## config.mk

```make
export PLATFORM = sky130hd
export DESIGN_NAME = bus_strobe_gen
export DESIGN_NICKNAME = d
export VERILOG_FILES = /design/src/rtl/bstrobe_pkg.sv /design/src/rtl/bstrobe_rst_sync.sv /design/src/rtl/bstrobe_phase.sv /design/src/rtl/bstrobe_cycle_ctl.sv /design/src/rtl/bstrobe_decode.sv /design/src/rtl/bus_strobe_gen.sv
export SDC_FILE = /design/constraint.sdc
export NUM_CORES = 1
export LEC_CHECK = 0
export BUFFER_PORTS_ARGS = -buffer_cell sky130_fd_sc_hd__buf_2
export CAP_MARGIN = 10
export CELL_PAD_IN_SITES_DETAIL_PLACEMENT = 1
export CELL_PAD_IN_SITES_GLOBAL_PLACEMENT = 1
export CORE_MARGIN = 2
export CORE_UTILIZATION = 29
export DETAILED_ROUTE_END_ITERATION = 8
export GPL_ROUTABILITY_DRIVEN = 0
export PLACE_DENSITY = 0.86
export SLEW_MARGIN = 25
export SYNTH_ARGS = -nofsm -noshare
export SYNTH_HDL_FRONTEND = slang
export SYNTH_SLANG_ARGS = --single-unit
```

## constraint.sdc

```tcl
create_clock -name clk -period 1.9 [get_ports clk]
set_clock_uncertainty 0.2 [all_clocks]
set_input_delay 0.19 -clock clk [delete_from_list [all_inputs] [get_ports clk]]
set_output_delay 0.19 -clock clk [all_outputs]
set_load 0.05 [all_outputs]
```

## src/rtl/bstrobe_pkg.sv

```systemverilog
`timescale 1ns/1ps
package bstrobe_pkg;

  typedef enum logic [1:0] {
    CYC_INT   = 2'd0,
    CYC_FETCH = 2'd1,
    CYC_DRD   = 2'd2,
    CYC_DWR   = 2'd3
  } cyc_kind_e;

  typedef struct packed {
    cyc_kind_e kind;
    logic      wide;
    logic      quiet;
  } cyc_ctl_t;

endpackage

```

## src/rtl/bstrobe_rst_sync.sv

```systemverilog
`timescale 1ns/1ps
module bstrobe_rst_sync (
  input  logic clk,
  input  logic rst_n,
  output logic rst_sync_n
);
  logic stage1_q;
  logic stage2_q;

  always_ff @(posedge clk or negedge rst_n) begin
    if (!rst_n) begin
      stage1_q <= 1'b0;
      stage2_q <= 1'b0;
    end else begin
      stage1_q <= 1'b1;
      stage2_q <= stage1_q;
    end
  end

  assign rst_sync_n = stage2_q;
endmodule

```

## src/rtl/bstrobe_phase.sv

```systemverilog
`timescale 1ns/1ps
module bstrobe_phase #(
  parameter int CYC_LEN = 12,
  localparam int PW = $clog2(CYC_LEN)
) (
  input  logic          clk,
  input  logic          rst_n,
  output logic [PW-1:0] phase_o,
  output logic          last_o
);
  localparam logic [PW-1:0] P_LAST = PW'(CYC_LEN - 1);

  logic [PW-1:0] phase_q;
  logic [PW-1:0] phase_d;

  always_comb begin
    last_o  = (phase_q == P_LAST);
    phase_d = last_o ? '0 : phase_q + 1'b1;
  end

  always_ff @(posedge clk or negedge rst_n) begin
    if (!rst_n) phase_q <= '0;
    else        phase_q <= phase_d;
  end

  assign phase_o = phase_q;
endmodule

```

## src/rtl/bstrobe_cycle_ctl.sv

```systemverilog
`timescale 1ns/1ps
module bstrobe_cycle_ctl
  import bstrobe_pkg::*;
(
  input  logic     clk,
  input  logic     rst_n,
  input  logic     adv_i,
  input  logic     ext_fetch_i,
  input  logic     xdata_req_i,
  input  logic     xdata_wr_i,
  input  logic     xdata_wide_i,
  input  logic     ale_quiet_i,
  output cyc_ctl_t ctl_o
);
  cyc_ctl_t ctl_q;
  cyc_ctl_t ctl_d;

  always_comb begin
    ctl_d       = ctl_q;
    ctl_d.quiet = ale_quiet_i;
    ctl_d.wide  = xdata_req_i & xdata_wide_i;
    if (xdata_req_i)      ctl_d.kind = xdata_wr_i ? CYC_DWR : CYC_DRD;
    else if (ext_fetch_i) ctl_d.kind = CYC_FETCH;
    else                  ctl_d.kind = CYC_INT;
  end

  always_ff @(posedge clk or negedge rst_n) begin
    if (!rst_n) begin
      ctl_q.kind  <= CYC_INT;
      ctl_q.wide  <= 1'b0;
      ctl_q.quiet <= 1'b0;
    end else if (adv_i) begin
      ctl_q <= ctl_d;
    end
  end

  assign ctl_o = ctl_q;
endmodule

```

## src/rtl/bstrobe_decode.sv

```systemverilog
`timescale 1ns/1ps
module bstrobe_decode
  import bstrobe_pkg::*;
#(
  parameter int CYC_LEN = 12,
  parameter int ALE_W   = 2,
  localparam int PW = $clog2(CYC_LEN)
) (
  input  logic [PW-1:0] phase_i,
  input  cyc_ctl_t      ctl_i,
  output logic          ale_o,
  output logic          psen_n_o,
  output logic          rd_n_o,
  output logic          wr_n_o,
  output logic          hi_sel_o
);
  localparam logic [PW-1:0] P_HALF  = PW'(CYC_LEN / 2);
  localparam logic [PW-1:0] P_ALE_B = PW'(CYC_LEN / 2 + ALE_W);
  localparam logic [PW-1:0] P_STR   = PW'(ALE_W + 1);
  localparam logic [PW-1:0] P_STR_B = PW'(CYC_LEN / 2 + ALE_W + 1);
  localparam logic [PW-1:0] P_DEND  = PW'(CYC_LEN - 2);
  localparam logic [PW-1:0] P_ALE_W = PW'(ALE_W);

  logic slot_a, slot_b, code_a, code_b, data_win;

  always_comb begin
    slot_a   = (phase_i < P_ALE_W);
    slot_b   = (phase_i >= P_HALF) && (phase_i < P_ALE_B);
    code_a   = (phase_i >= P_STR) && (phase_i < P_HALF);
    code_b   = (phase_i >= P_STR_B);
    data_win = (phase_i >= P_STR) && (phase_i <= P_DEND);
  end

  always_comb begin
    ale_o    = 1'b0;
    psen_n_o = 1'b1;
    rd_n_o   = 1'b1;
    wr_n_o   = 1'b1;
    hi_sel_o = 1'b0;
    unique case (ctl_i.kind)
      CYC_INT: begin
        ale_o = ~ctl_i.quiet & (slot_a | slot_b);
      end
      CYC_FETCH: begin
        ale_o    = slot_a | slot_b;
        psen_n_o = ~(code_a | code_b);
        hi_sel_o = 1'b1;
      end
      CYC_DRD: begin
        ale_o    = slot_a;
        rd_n_o   = ~data_win;
        hi_sel_o = ctl_i.wide;
      end
      CYC_DWR: begin
        ale_o    = slot_a;
        wr_n_o   = ~data_win;
        hi_sel_o = ctl_i.wide;
      end
      default: ale_o = 1'b0;
    endcase
  end
endmodule

```

## src/rtl/bus_strobe_gen.sv

```systemverilog
`timescale 1ns/1ps
module bus_strobe_gen
  import bstrobe_pkg::*;
#(
  parameter int CYC_LEN = 12,
  parameter int ALE_W   = 2,
  parameter int HI_W    = 8
) (
  input  logic            clk,
  input  logic            rst_n,
  input  logic            ext_fetch_i,
  input  logic            xdata_req_i,
  input  logic            xdata_wr_i,
  input  logic            xdata_wide_i,
  input  logic            ale_quiet_i,
  input  logic [HI_W-1:0] addr_hi_i,
  input  logic [HI_W-1:0] port_reg_i,
  output logic            ale_o,
  output logic            psen_n_o,
  output logic            rd_n_o,
  output logic            wr_n_o,
  output logic            hi_sel_o,
  output logic [HI_W-1:0] port_hi_o
);
  localparam int PW = $clog2(CYC_LEN);

  logic          rst_sync_n;
  logic [PW-1:0] phase;
  logic          last_phase;
  cyc_ctl_t      ctl;
  logic [1:0]    ctl_kind;

  bstrobe_rst_sync u_rst (
    .clk        (clk),
    .rst_n      (rst_n),
    .rst_sync_n (rst_sync_n)
  );

  bstrobe_phase #(.CYC_LEN(CYC_LEN)) u_phase (
    .clk     (clk),
    .rst_n   (rst_sync_n),
    .phase_o (phase),
    .last_o  (last_phase)
  );

  bstrobe_cycle_ctl u_ctl (
    .clk          (clk),
    .rst_n        (rst_sync_n),
    .adv_i        (last_phase),
    .ext_fetch_i  (ext_fetch_i),
    .xdata_req_i  (xdata_req_i),
    .xdata_wr_i   (xdata_wr_i),
    .xdata_wide_i (xdata_wide_i),
    .ale_quiet_i  (ale_quiet_i),
    .ctl_o        (ctl)
  );

  bstrobe_decode #(.CYC_LEN(CYC_LEN), .ALE_W(ALE_W)) u_dec (
    .phase_i  (phase),
    .ctl_i    (ctl),
    .ale_o    (ale_o),
    .psen_n_o (psen_n_o),
    .rd_n_o   (rd_n_o),
    .wr_n_o   (wr_n_o),
    .hi_sel_o (hi_sel_o)
  );

  assign ctl_kind = ctl.kind;

  for (genvar b = 0; b < HI_W; b++) begin : g_port_mux
    assign port_hi_o[b] = hi_sel_o ? addr_hi_i[b] : port_reg_i[b];
  end
endmodule

```

Word level (Yosys, flattened, before mapping)
Index checks and enable logic that the tools add are counted.

storage, ports and cells
  flip-flop bits (word level) = 10
  input bits = 23
  word-level logic and storage cells = 47

cells by class
  $add $sub $neg = 1
  order comparisons = 7
  equal/unequal tests = 4
  multiplexer cells = 17
  bitwise operators = 7
  reduce and logical (&&, ||, !) cells = 5

operators with widths
  kind                 count
  $mux 1               13
  $add 4x1->4 const B  1
  $eq 2x2->1 const B   2
  $eq 4x4->1 const B   1
  $ge 4x2->1 const B   1
  $ge 4x3->1 const B   1
  $ge 4x4->1 const B   1
  $le 4x4->1 const B   1
  $lt 4x2->1 const B   1
  $lt 4x3->1 const B   1
  $lt 4x4->1 const B   1
  $mux 4               1
  $logic_and 1x1->1    3
  $not 1->1            3
  $pmux 1 s3           1
  $and 1x1->1          2
  $eq 2x1->1 const B   1
  $logic_not 2->1      1
  $mux 2               1
  $or 1x1->1           2
  $pmux 1 s2           1
  $reduce_or 2->1      1

Logic depth before layout (Yosys ltp)
Gate-level depths: netlist of run 1.

  word-level depth = 5
  mapped depth = 4
  gate-level depth less buffers = 4

Modules after synthesis
Synthesis of run 1 repeated with hierarchy kept, for this count alone.

unflattened totals
  cells, all modules = 53
  area total of the unflattened synthesis = 609.3 µm²

modules (own cells, without submodules)
  module             instances  cells each  area each (µm²)
  bstrobe_phase      1          14          173.9
  bstrobe_cycle_ctl  1          12          155.1
  bus_strobe_gen     1          9           131.4
  bstrobe_decode     1          15          95.1
  bstrobe_rst_sync   1          3           53.8

Worst setup path after synthesis of run 1
OpenSTA, ideal clock, no wires.

  kind = register to output
  from = reg u_phase.phase_q[1], in the netlist u_phase.phase_o[1]
  to = out psen_n_o
  arrival time = 1.665 ns
  slack = -0.155 ns
  cell stages (with the launch flop) = 5
  buffers on the path = 0
  cell sequence = dfrtp_1 > ha_1 > nor2_1 > a21oi_1 > o221ai_1

between the ends
  word-level cells in the longest chain between the ends = 5
  elaborated cells between the ends (all ways) = 7
  those cells by class = order compare: 3; mux: 1; bitwise: 2; reduce/logical: 1

RTL lines
  what                                      line                  text
  start: declaration                        bstrobe_phase.sv:13   logic [PW-1:0] phase_q;
  start signal: assignment                  bstrobe_phase.sv:23   else phase_q <= phase_d;
  $ge 4x2->1 or $lt 4x3->1 (tied branches)  bstrobe_decode.sv:29  code_a = (phase_i >= P_STR) && (phase_i < P_HALF);
  $logic_and 1x1->1                         bstrobe_decode.sv:29
  $or 1x1->1 (*)                            bstrobe_decode.sv:46  psen_n_o = ~(code_a | code_b);
  $not 1->1 (*)                             bstrobe_decode.sv:46
  $mux 1 (*)                                bstrobe_decode.sv:40  unique case (ctl_i.kind)
  end: declaration                          bus_strobe_gen.sv:19  output logic psen_n_o,

Mark *: on every way between the ends. The rest lies on a longest branch, timed or not.

Final worst setup path of run 1
  from = reg u_ctl.ctl_q (netlist bit u_ctl.ctl_o[2])
  to = out port_hi_o[4]

between the ends
  word-level cells in the longest chain between the ends = 4
  elaborated cells between the ends (all ways) = 6
  those cells by class = eq/ne: 3; mux: 2; reduce/logical: 1

RTL lines
  what                              line                     text
  start: declaration                bstrobe_cycle_ctl.sv:15  cyc_ctl_t ctl_q;
  start signal: assignment          bstrobe_cycle_ctl.sv:33  ctl_q <= ctl_d;
  $eq 2x2->1                        bstrobe_decode.sv:40
  $reduce_or 2->1 (no source line)  n/a
  $pmux 1 s2 (*)                    bstrobe_decode.sv:40
  $mux 1 (*)                        bus_strobe_gen.sv:71     assign port_hi_o[b] = hi_sel_o ? addr_hi_i[b] : port_reg_i[b];
  end: declaration                  bus_strobe_gen.sv:23     output logic [HI_W-1:0] port_hi_o

Marked as above.

==> results of run 1 <==
state kept, by name, summed over array words and instances (netlist names):
| signal | count |
|---|---|
| u_rst.rst_sync_n | 1 |
| u_rst.stage1_q | 1 |
| u_ctl.ctl_o | 4 |
| u_phase.phase_o | 4 |
worst min-delay path by stage:
stage | endpoint | startpoint | depth (start not counted) | slack [ns]
2_1_floorplan | u_rst.rst_sync_n$_DFF_PN0_ | rst_n | 0 | -0.31
3_3_place_gp | u_rst.stage1_q$_DFF_PN0_ | rst_n | 1 | -0.22
3_5_place_dp | u_rst.stage1_q$_DFF_PN0_ | rst_n | 1 | -0.22
4_1_cts | u_ctl.ctl_o[3]$_DFFE_PN0P_ | xdata_req_i | 2 | 0.005
5_1_grt | u_ctl.ctl_o[3]$_DFFE_PN0P_ | xdata_req_i | 2 | 0.004
6_report | u_ctl.ctl_o[3]$_DFFE_PN0P_ | xdata_req_i | 2 | 0.01
what timing repair did:
action                                  4_1_cts  5_1_grt
hold endpoints to repair                     12        0
resized for setup                            25       28
hold buffers                                  5        0
cloned                                        0        1
endpoints found under the setup margin       11       12
setup buffers                                 3        6
pin swaps                                     1        2
stage by stage:
stage | hold WS (ns) | instances
final | 0.0123 | 137
after global routing | 0.00405 | 137
after CTS | 0.00468 | 130
after detailed placement | -0.222 | 119
after global placement | -0.224 | 119
after floorplan | -0.306 | 58
worst max-delay path, cell delays in order, from the launching register on:
cell	delay, ns
dfrtp_1	0.38
nor2b_4	0.14
a21oi_4	0.19
clkbuf_16	0.18
mux2_4	0.30
buf_8	0.15
synthesized netlist by cell type:
library cell and instances:
nand2_1 4, conb_1 1, inv_1 4, o221ai_1 1, o22ai_1 2, nor2b_2 1
mux2i_1 1, a21oi_1 2, nand3_1 1, and2_1 2, o21ai_0 4, a21oi_4 1
and3_1 1, ha_1 3, mux2_2 10, nor2_1 3, dfrtp_1 10, nand2b_1 2
nand3b_1 2, xnor2_1 2, buf_2 1
cell usage in the layout, fill, tap and decap left out, drive strengths merged:
master / count
mux2i: 1
nor2b: 1
a21oi: 3
nand2b: 2
clkbuf: 4
o221ai: 1
and3: 1
ha: 3
dlygate4sd3: 5
dfrtp: 10
nand3b: 2
conb: 1
inv: 4
o22ai: 2
nand2: 4
o21ai: 4
xnor2: 2
nand3: 1
buf: 44
and2: 2
mux2: 10
nor2: 3
final cells by class:
| class | count | area [um2] | area share, % |
|---|---|---|---|
| clock buffer | 3 | 22.5 | 1.93 |
| inverter | 4 | 15.0 | 1.28 |
| multi-input combinational | 43 | 414 | 35.4 |
| sequential | 10 | 255 | 21.8 |
| tap | 27 | 33.8 | 2.89 |
| timing repair buffer | 50 | 428 | 36.6 |
kinds of logic after synthesis:
| family | count (synthesis) | synth area share (%) |
|---|---|---|
| AOI/OAI and AO/OA | 10 | 11.2 |
| xor gates and xnor gates | 2 | 2.89 |
| adders and majority gates | 3 | 6.20 |
| buffers and inverters | 5 | 3.30 |
| DFF | 10 | 41.3 |
| muxes | 11 | 20.2 |
| other | 1 | 0.619 |
| and+or+nand+nor | 16 | 14.3 |
power breakdown:
part	total [W]	internal [W]	leakage, nW	switching, W
logic	0.000257	0.000128	0.426	0.000128
registers	0.000226	0.000220	0.122	0.00000626
clock network	0.000147	0.0000733	0.0138	0.0000735
total	0.000630	0.000422	0.562	0.000208
per-layer routing:
metal | up-vias | track usage, % | routed length (um)
li1 | 303 | - | -
met1 | 317 | 17.4 | 778
met2 | 27 | 33.1 | 1480
met3 | 4 | 4.85 | 119
met4 | 0 | 1.39 | 49
met5 | - | 0 | 0
==> results.cfg, run 1 <==
[global_routing]
grt_usage_pct = 16.6
grt_pass1_vias = 622
antenna_found_initial = 0
grt_start_max_net_pins = 10
grt_overflow = 0
grt_pass1_wl_um = 3040

[logic_synthesis]
synth_seq_cells = 10
syn_area_per_cell_um2 = 10.4
yosys-top-cells-area = dfrtp_1, mux2_2, ha_1
synth_top_cell_area_share_pct = 41.3
postSynthCellCount = 58
yosysUniqueCellTypes = 21
syn-cell-area_um2 = 606
ys_seq_area_share_pct = 41.3
synth_top_cell_by_area = dfrtp_1
synth_nets = 84
synth_warnings = 0

[worst_setup_path]
crit_fanout = 4
r2r-end = u_ctl.ctl_o[0]$_DFFE_PN0P_
worstSetupEndpointType = primary output
r2r-start = u_phase.phase_o[1]$_DFF_PN0_
cp-startpoint = u_ctl.ctl_o[2]$_DFFE_PN0P_
r2r_cells = 3
cp-start-kind = flop
crit_type = reg -> out
worstPathRequired_ns = 1.51
ff2ff_setup_slack_ns = 0.32
critPathCapture = port_hi_o[4]
crit_arrival_ns = 1.62

[clock_network]
cts_tree = built
clk_latency_ns = 0.27
root_buffer = clkbuf_4
cts_buffers = 3
clock_path_buffers = 2
h-tree-depth = 1
cts.clk_slew.worst_paths_ns = 0.06
cts.sinks = 10

[drt]
drtIter0Drc = 9
routed_wl_um = 2420
drc = 0
wl_per_cell_um = 17.7
drtAntennaViolNets = 0
routed-via-count = 651
drt_first_pass_iters = 4
viasPerCell = 4.75

[layout]
antennaDiodeCount = 0
nets = 138
finalInstanceArea_um2 = 1170
n_fill_cell = 226
layout-drive-gt1-share_pct = 65.5
areaGrowthSynthToFinish_pct = 93.0
final_util_pct = 59.6

[timing]
finalHoldViolations = 0
fin_ws_ns = -0.112
fmax_mhz = 497
setup_tns_ns = -0.797
setup_violations = 9
min_period_over_period_pct = 106
rsz0062_at_grt = true
slew_viol_final = 0
period_minus_slack_ns = 2.01

[floorplan]
die_y_um = 49.7
dieArea_um2 = 2470
core_area_um2 = 1960
ioPinCount = 36
die_w_um = 49.7
start_util_pct = 30.9
rows = 16

[status]
violations = negative setup slack
status = complete, but fails checks

[placement]
port_buffers = 35
dp_hpwl_um = 1260
dp_slack_ns = 0.0239
postPlaceCellArea_um2 = 816

[job]
cap_violations = 0

[pwr]
irDropWorstVdd_mv = 0.327
power.static_leakage_nw = 0.562
finalPower_w = 0.000630
powerDensity_nw_per_um2 = 539

[hold_path]
hold_class = in -> reg
Note: power is estimated with default switching activity, not from simulation.
==> run 2: changes to the inputs <==
==> constraint.sdc (replaced) <==
create_clock -name clk -period 2 [get_ports clk]
set_clock_uncertainty 0.2 [all_clocks]
set_input_delay 0.2 -clock clk [delete_from_list [all_inputs] [get_ports clk]]
set_output_delay 0.2 -clock clk [all_outputs]
set_load 0.05 [all_outputs]
==> run 2 against run 1 <==
The run now ends clean; power is 7.2% lower; cell count is 4.4% lower; clock power is 24% higher; via count is 8.1% lower; first-iteration DRC count is 78% lower; largest power group is now sequential cells.
==> results.cfg, run 2 (synthesized netlist as in run 1, its figures left out) <==
[drt]
drtIter0Drc = 2
wl_per_cell_um = 15.2
drtAntennaViolNets = 0
viasPerCell = 4.56
routed_wl_um = 2000
routed-via-count = 598
drt_first_pass_iters = 4
drc = 0

[layout]
antennaDiodeCount = 0
nets = 131
layout_common_cells = buf_2, buf_6, mux2_2
layout-drive-gt1-share_pct = 62.5
layout_commonest_cell = buf_2
areaGrowthSynthToFinish_pct = 72.5

[pwr]
power.static_leakage_nw = 0.482
switchingPower_w = 0.000185
combPwrFrac_pct = 31.9
p_clk_share_pct = 31.2
power.internal_w = 0.000399
powerDensity_nw_per_um2 = 560
irDropWorstVdd_mv = 0.276
pwr-share-seq_pct = 36.9
swShare_pct = 31.7

[worst_setup_path]
ff2ff_setup_slack_ns = 0.43
worstPathRequired_ns = 1.60
crit_type = reg -> out
critPathCapture = port_hi_o[1]
cp-start-kind = flop
r2r-start = u_phase.phase_o[0]$_DFF_PN0_
crit_arrival_ns = 1.56
r2r-end = u_ctl.ctl_o[3]$_DFFE_PN0P_
crit_fanout = 5
r2r_cells = 3
cp-startpoint = u_ctl.ctl_o[3]$_DFFE_PN0P_
worstSetupEndpointType = primary output

[clock_network]
cts.sinks = 10
h-tree-depth = 1
root_buffer = clkbuf_4
clk_latency_ns = 0.26
cts_buffers = 3
cts_tree = built
clock_path_buffers = 2
cts.clk_slew.worst_paths_ns = 0.07

[global_routing]
grt_pass1_wl_um = 3040
antenna_found_initial = 0
grt_overflow = 0
grt_usage_pct = 16.5
grt_pass1_vias = 673
grt_start_max_net_pins = 9

[timing]
rsz0062_at_grt = true
slew_viol_final = 0
min_period_over_period_pct = 98.2
fin_hold_ws_ns = 0.0241
setup_violations = 0
period_minus_slack_ns = 1.96
fmax_mhz = 509
finalHoldViolations = 0
setup_tns_ns = 0

[floorplan]
start_util_pct = 30.9
die_w_um = 49.7
dieArea_um2 = 2470
ioPinCount = 36
core_area_um2 = 1960
rows = 16
die_y_um = 49.7

[placement]
port_buffers = 35
dp_hpwl_um = 1380

[job]
cap_violations = 0

[hold_path]
hold_class = in -> reg

[status]
status = finished clean
run 2: repair_timing:
| item | 4_1_cts | 5_1_grt |
|---|---|---|
| pin swaps | 0 | 1 |
| gates resized for setup | 23 | 12 |
| endpoints found under the setup margin | 11 | 11 |
| gates cloned | 1 | 0 |
| buffers inserted | 1 | 3 |
| hold buffers | 3 | 0 |
| hold endpoints to repair | 11 | 0 |
run 2: worst min path at each step:
stage                 start                          to  cells after the start
3_5_place_dp          rst_n    u_rst.stage1_q$_DFF_PN0_                      1
3_3_place_gp          rst_n    u_rst.stage1_q$_DFF_PN0_                      1
5_1_grt               rst_n    u_rst.stage1_q$_DFF_PN0_                      2
6_report       xdata_wide_i  u_ctl.ctl_o[1]$_DFFE_PN0P_                      3
2_1_floorplan         rst_n  u_rst.rst_sync_n$_DFF_PN0_                      0
4_1_cts         xdata_req_i  u_ctl.ctl_o[3]$_DFFE_PN0P_                      2
run 2: power groups by stage:
stage | clock (W) | combinational (W) | sequential (W)
2_1_floorplan | 0 | 0.000102 | 0.000220
3_3_place_gp | 0 | 0.000139 | 0.000222
3_5_place_dp | 0 | 0.000144 | 0.000223
4_1_cts | 0.000190 | 0.000180 | 0.000216
5_1_grt | 0.000203 | 0.000196 | 0.000216
6_report | 0.000183 | 0.000186 | 0.000216
run 2: worst max-delay path: stages (launching register included):
cell and delay [ns]:
dfrtp_2 0.47, nor2b_4 0.09, a21oi_4 0.21, mux2_2 0.38, buf_6 0.16
run 2: per-stage QoR:
| stage | std cells | power (W) | util [%] | setup slack [ns] | area (um2) |
|---|---|---|---|---|---|
| global placement | 119 | 0.000360 | 41.6 | 0.184 | 816 |
| global route | 131 | 0.000615 | 53.3 | -0.0192 | 1040 |
| finish | 131 | 0.000585 | 53.3 | 0.0361 | 1040 |
| detailed placement | 119 | 0.000366 | 41.6 | 0.133 | 816 |
| CTS | 128 | 0.000585 | 49.2 | 0.000700 | 966 |
| floorplan | 58 | 0.000321 | - | 0.244 | 612 |
run 2: per-layer routing:
layer  vias up  wire length, um  global-route usage, %
met5         -                0                      0
met4         0               27                   4.17
met2        21             1200                   34.0
met3         4               77                   3.64
met1       282              689                   16.1
li1        291                -                      -
run 2: layout make-up:
cell class	count	area [um2]
Multi-Input combinational cell	44	405
Tap cell	27	33.8
Sequential cell	10	254
Clock buffer	4	36.3
Timing Repair Buffer	42	300
Fill cell	234	917
Inverter	4	15.0
==> run 3: changes to the inputs <==
--- a/config.mk
+++ b/config.mk
@@ -7,13 +7,11 @@
 export LEC_CHECK = 0
 export BUFFER_PORTS_ARGS = -buffer_cell sky130_fd_sc_hd__buf_2
 export CAP_MARGIN = 10
-export CELL_PAD_IN_SITES_DETAIL_PLACEMENT = 1
-export CELL_PAD_IN_SITES_GLOBAL_PLACEMENT = 1
 export CORE_MARGIN = 2
-export CORE_UTILIZATION = 29
+export CORE_UTILIZATION = 41
 export DETAILED_ROUTE_END_ITERATION = 8
 export GPL_ROUTABILITY_DRIVEN = 0
-export PLACE_DENSITY = 0.86
+export PLACE_DENSITY = 0.87
 export SLEW_MARGIN = 25
 export SYNTH_ARGS = -nofsm -noshare
 export SYNTH_HDL_FRONTEND = slang
==> run 3 against run 2 <==
Clock power barely moved; largest power group unchanged; critical path type unchanged; sequential power barely moved; setup slack improved by 0.0074 ns; via count fell by 1.3%.
==> results.cfg, run 3 (synthesized netlist as in run 1, its figures left out) <==
[drt]
drtIter0Drc = 4
viasPerCell = 4.96
dr_wl_met3_um = 152
wl_met2_um = 818
routed-via-count = 590
highest_layer = met4
routed_wl_um = 1620
m1WireLength_um = 623
drc = 0
drt_first_pass_iters = 4
wl_per_cell_um = 13.6
drtAntennaViolNets = 0

[pwr]
power.internal_w = 0.000400
p_clk_share_pct = 31.1
swShare_pct = 31.2
finalPower_w = 0.000582
pwr-share-seq_pct = 37.1
irDropWorstVdd_mv = 0.404
powerDensity_nw_per_um2 = 592
combPwrFrac_pct = 31.8
power.static_leakage_nw = 0.466
switchingPower_w = 0.000182

[clock_network]
cts.sinks = 10
cts_tree = built
cts.clk_slew.worst_paths_ns = 0.06
cts_buffers = 3
h-tree-depth = 1
clk_latency_ns = 0.26
root_buffer = clkbuf_4
clock_path_buffers = 2

[floorplan]
die_y_um = 42.4
dieArea_um2 = 1800
core_area_um2 = 1330
rows = 13
ioPinCount = 36
die_w_um = 42.4
start_util_pct = 45.4

[timing]
fin_hold_ws_ns = 0.00388
slew_viol_final = 0
setup_violations = 0
period_minus_slack_ns = 1.96
min_period_over_period_pct = 97.8
rsz0062_at_grt = true
fmax_mhz = 511
finalHoldViolations = 0

[layout]
seqCellArea_um2 = 253
multi_input_area_um2 = 365
areaGrowthSynthToFinish_pct = 62.4
antennaDiodeCount = 0
layout_common_cells = buf_2, mux2_2, buf_6, dfrtp_1, buf_4
nets = 131
layout-drive-gt1-share_pct = 56.7
n_fill_cell = 105
layout_commonest_cell = buf_2

[status]
status = finished clean

[hold_path]
hold_class = in -> reg
whs_path_depth = 3

[global_routing]
grt_pass1_wl_um = 2590
grt_usage_pct = 19.4
grt_overflow = 0
antenna_found_initial = 0
grt_start_max_net_pins = 9
grt_pass1_vias = 614

[worst_setup_path]
crit_type = reg -> out
worstPathRequired_ns = 1.60
r2r_cells = 3
cp-start-kind = flop
worstSetupEndpointType = primary output
crit_arrival_ns = 1.56
crit_fanout = 5

[placement]
port_buffers = 35
dp_hpwl_um = 1110

[job]
cap_violations = 0
[run 3: cell count changes in the layout (fill, tap and decap cells not counted), sizes merged]
cell | previous run | this run
buf | 39 | 37
clkbuf | 4 | 5
dlygate4sd3 | 3 | 4
[run 3: critical path: stages, from the launching register on]
cell and delay, ns:
dfrtp_2 0.47, nor2b_4 0.09, a21oi_4 0.20, mux2_2 0.38, buf_6 0.15
[run 3: power groups by stage]
stage               combinational, W  sequential, W  clock, W
floorplan                   0.000102       0.000220         0
global placement            0.000139       0.000222         0
detailed placement          0.000142       0.000222         0
CTS                         0.000171       0.000215  0.000186
global route                0.000197       0.000217  0.000198
finish                      0.000185       0.000216  0.000181
[run 3: timing repair]
action                     CTS  global route
hold endpoints to repair    12             0
hold buffers                 4             0
pin swaps                    0             0
setup endpoints to repair    9            12
buffers inserted             3             0
gates cloned                 1             0
gates resized for setup      9            19
[run 3: final cells by class]
cell class | count | share of cell area (%)
multi-input cells | 44 | 37.2
repair buffers | 42 | 30.0
flip-flops and latches | 10 | 25.7
clock buffers | 4 | 3.69
well taps | 15 | 1.91
inverters | 4 | 1.53
[run 3: worst paths after layout]
check	from	endpoint	slack, ns
max in group asynchronous	u_rst.rst_sync_n$_DFF_PN0_	u_ctl.ctl_o[3]$_DFFE_PN0P_	0.83
max	u_ctl.ctl_o[3]$_DFFE_PN0P_	port_hi_o[6]	0.04
min reg2reg	u_rst.stage1_q$_DFF_PN0_	u_rst.rst_sync_n$_DFF_PN0_	0.15
min in group asynchronous	rst_n	u_rst.stage1_q$_DFF_PN0_	0.04
max reg2reg	u_phase.phase_o[1]$_DFF_PN0_	u_ctl.ctl_o[0]$_DFFE_PN0P_	0.44
min	xdata_req_i	u_ctl.ctl_o[1]$_DFFE_PN0P_	0.004
[run 3: per-layer routing]
metal	GRT usage [%]	vias to the layer above
met5	0	-
met4	9.38	0
met3	6.03	3
met2	34.5	37
met1	20.5	256
li1	-	294
[run 3: through the flow]
stage          setup TNS [ns]  area, um2  setup slack, ns  std cells  util, %
2_1_floorplan               0        612            0.244         58        -
3_3_place_gp                0        801            0.205        107     60.0
3_5_place_dp                0        801            0.164        107     60.0
4_1_cts                     0        932          0.00151        119     69.9
5_1_grt                -0.133        983          -0.0348        119     73.7
6_report                    0        983           0.0435        119     73.7
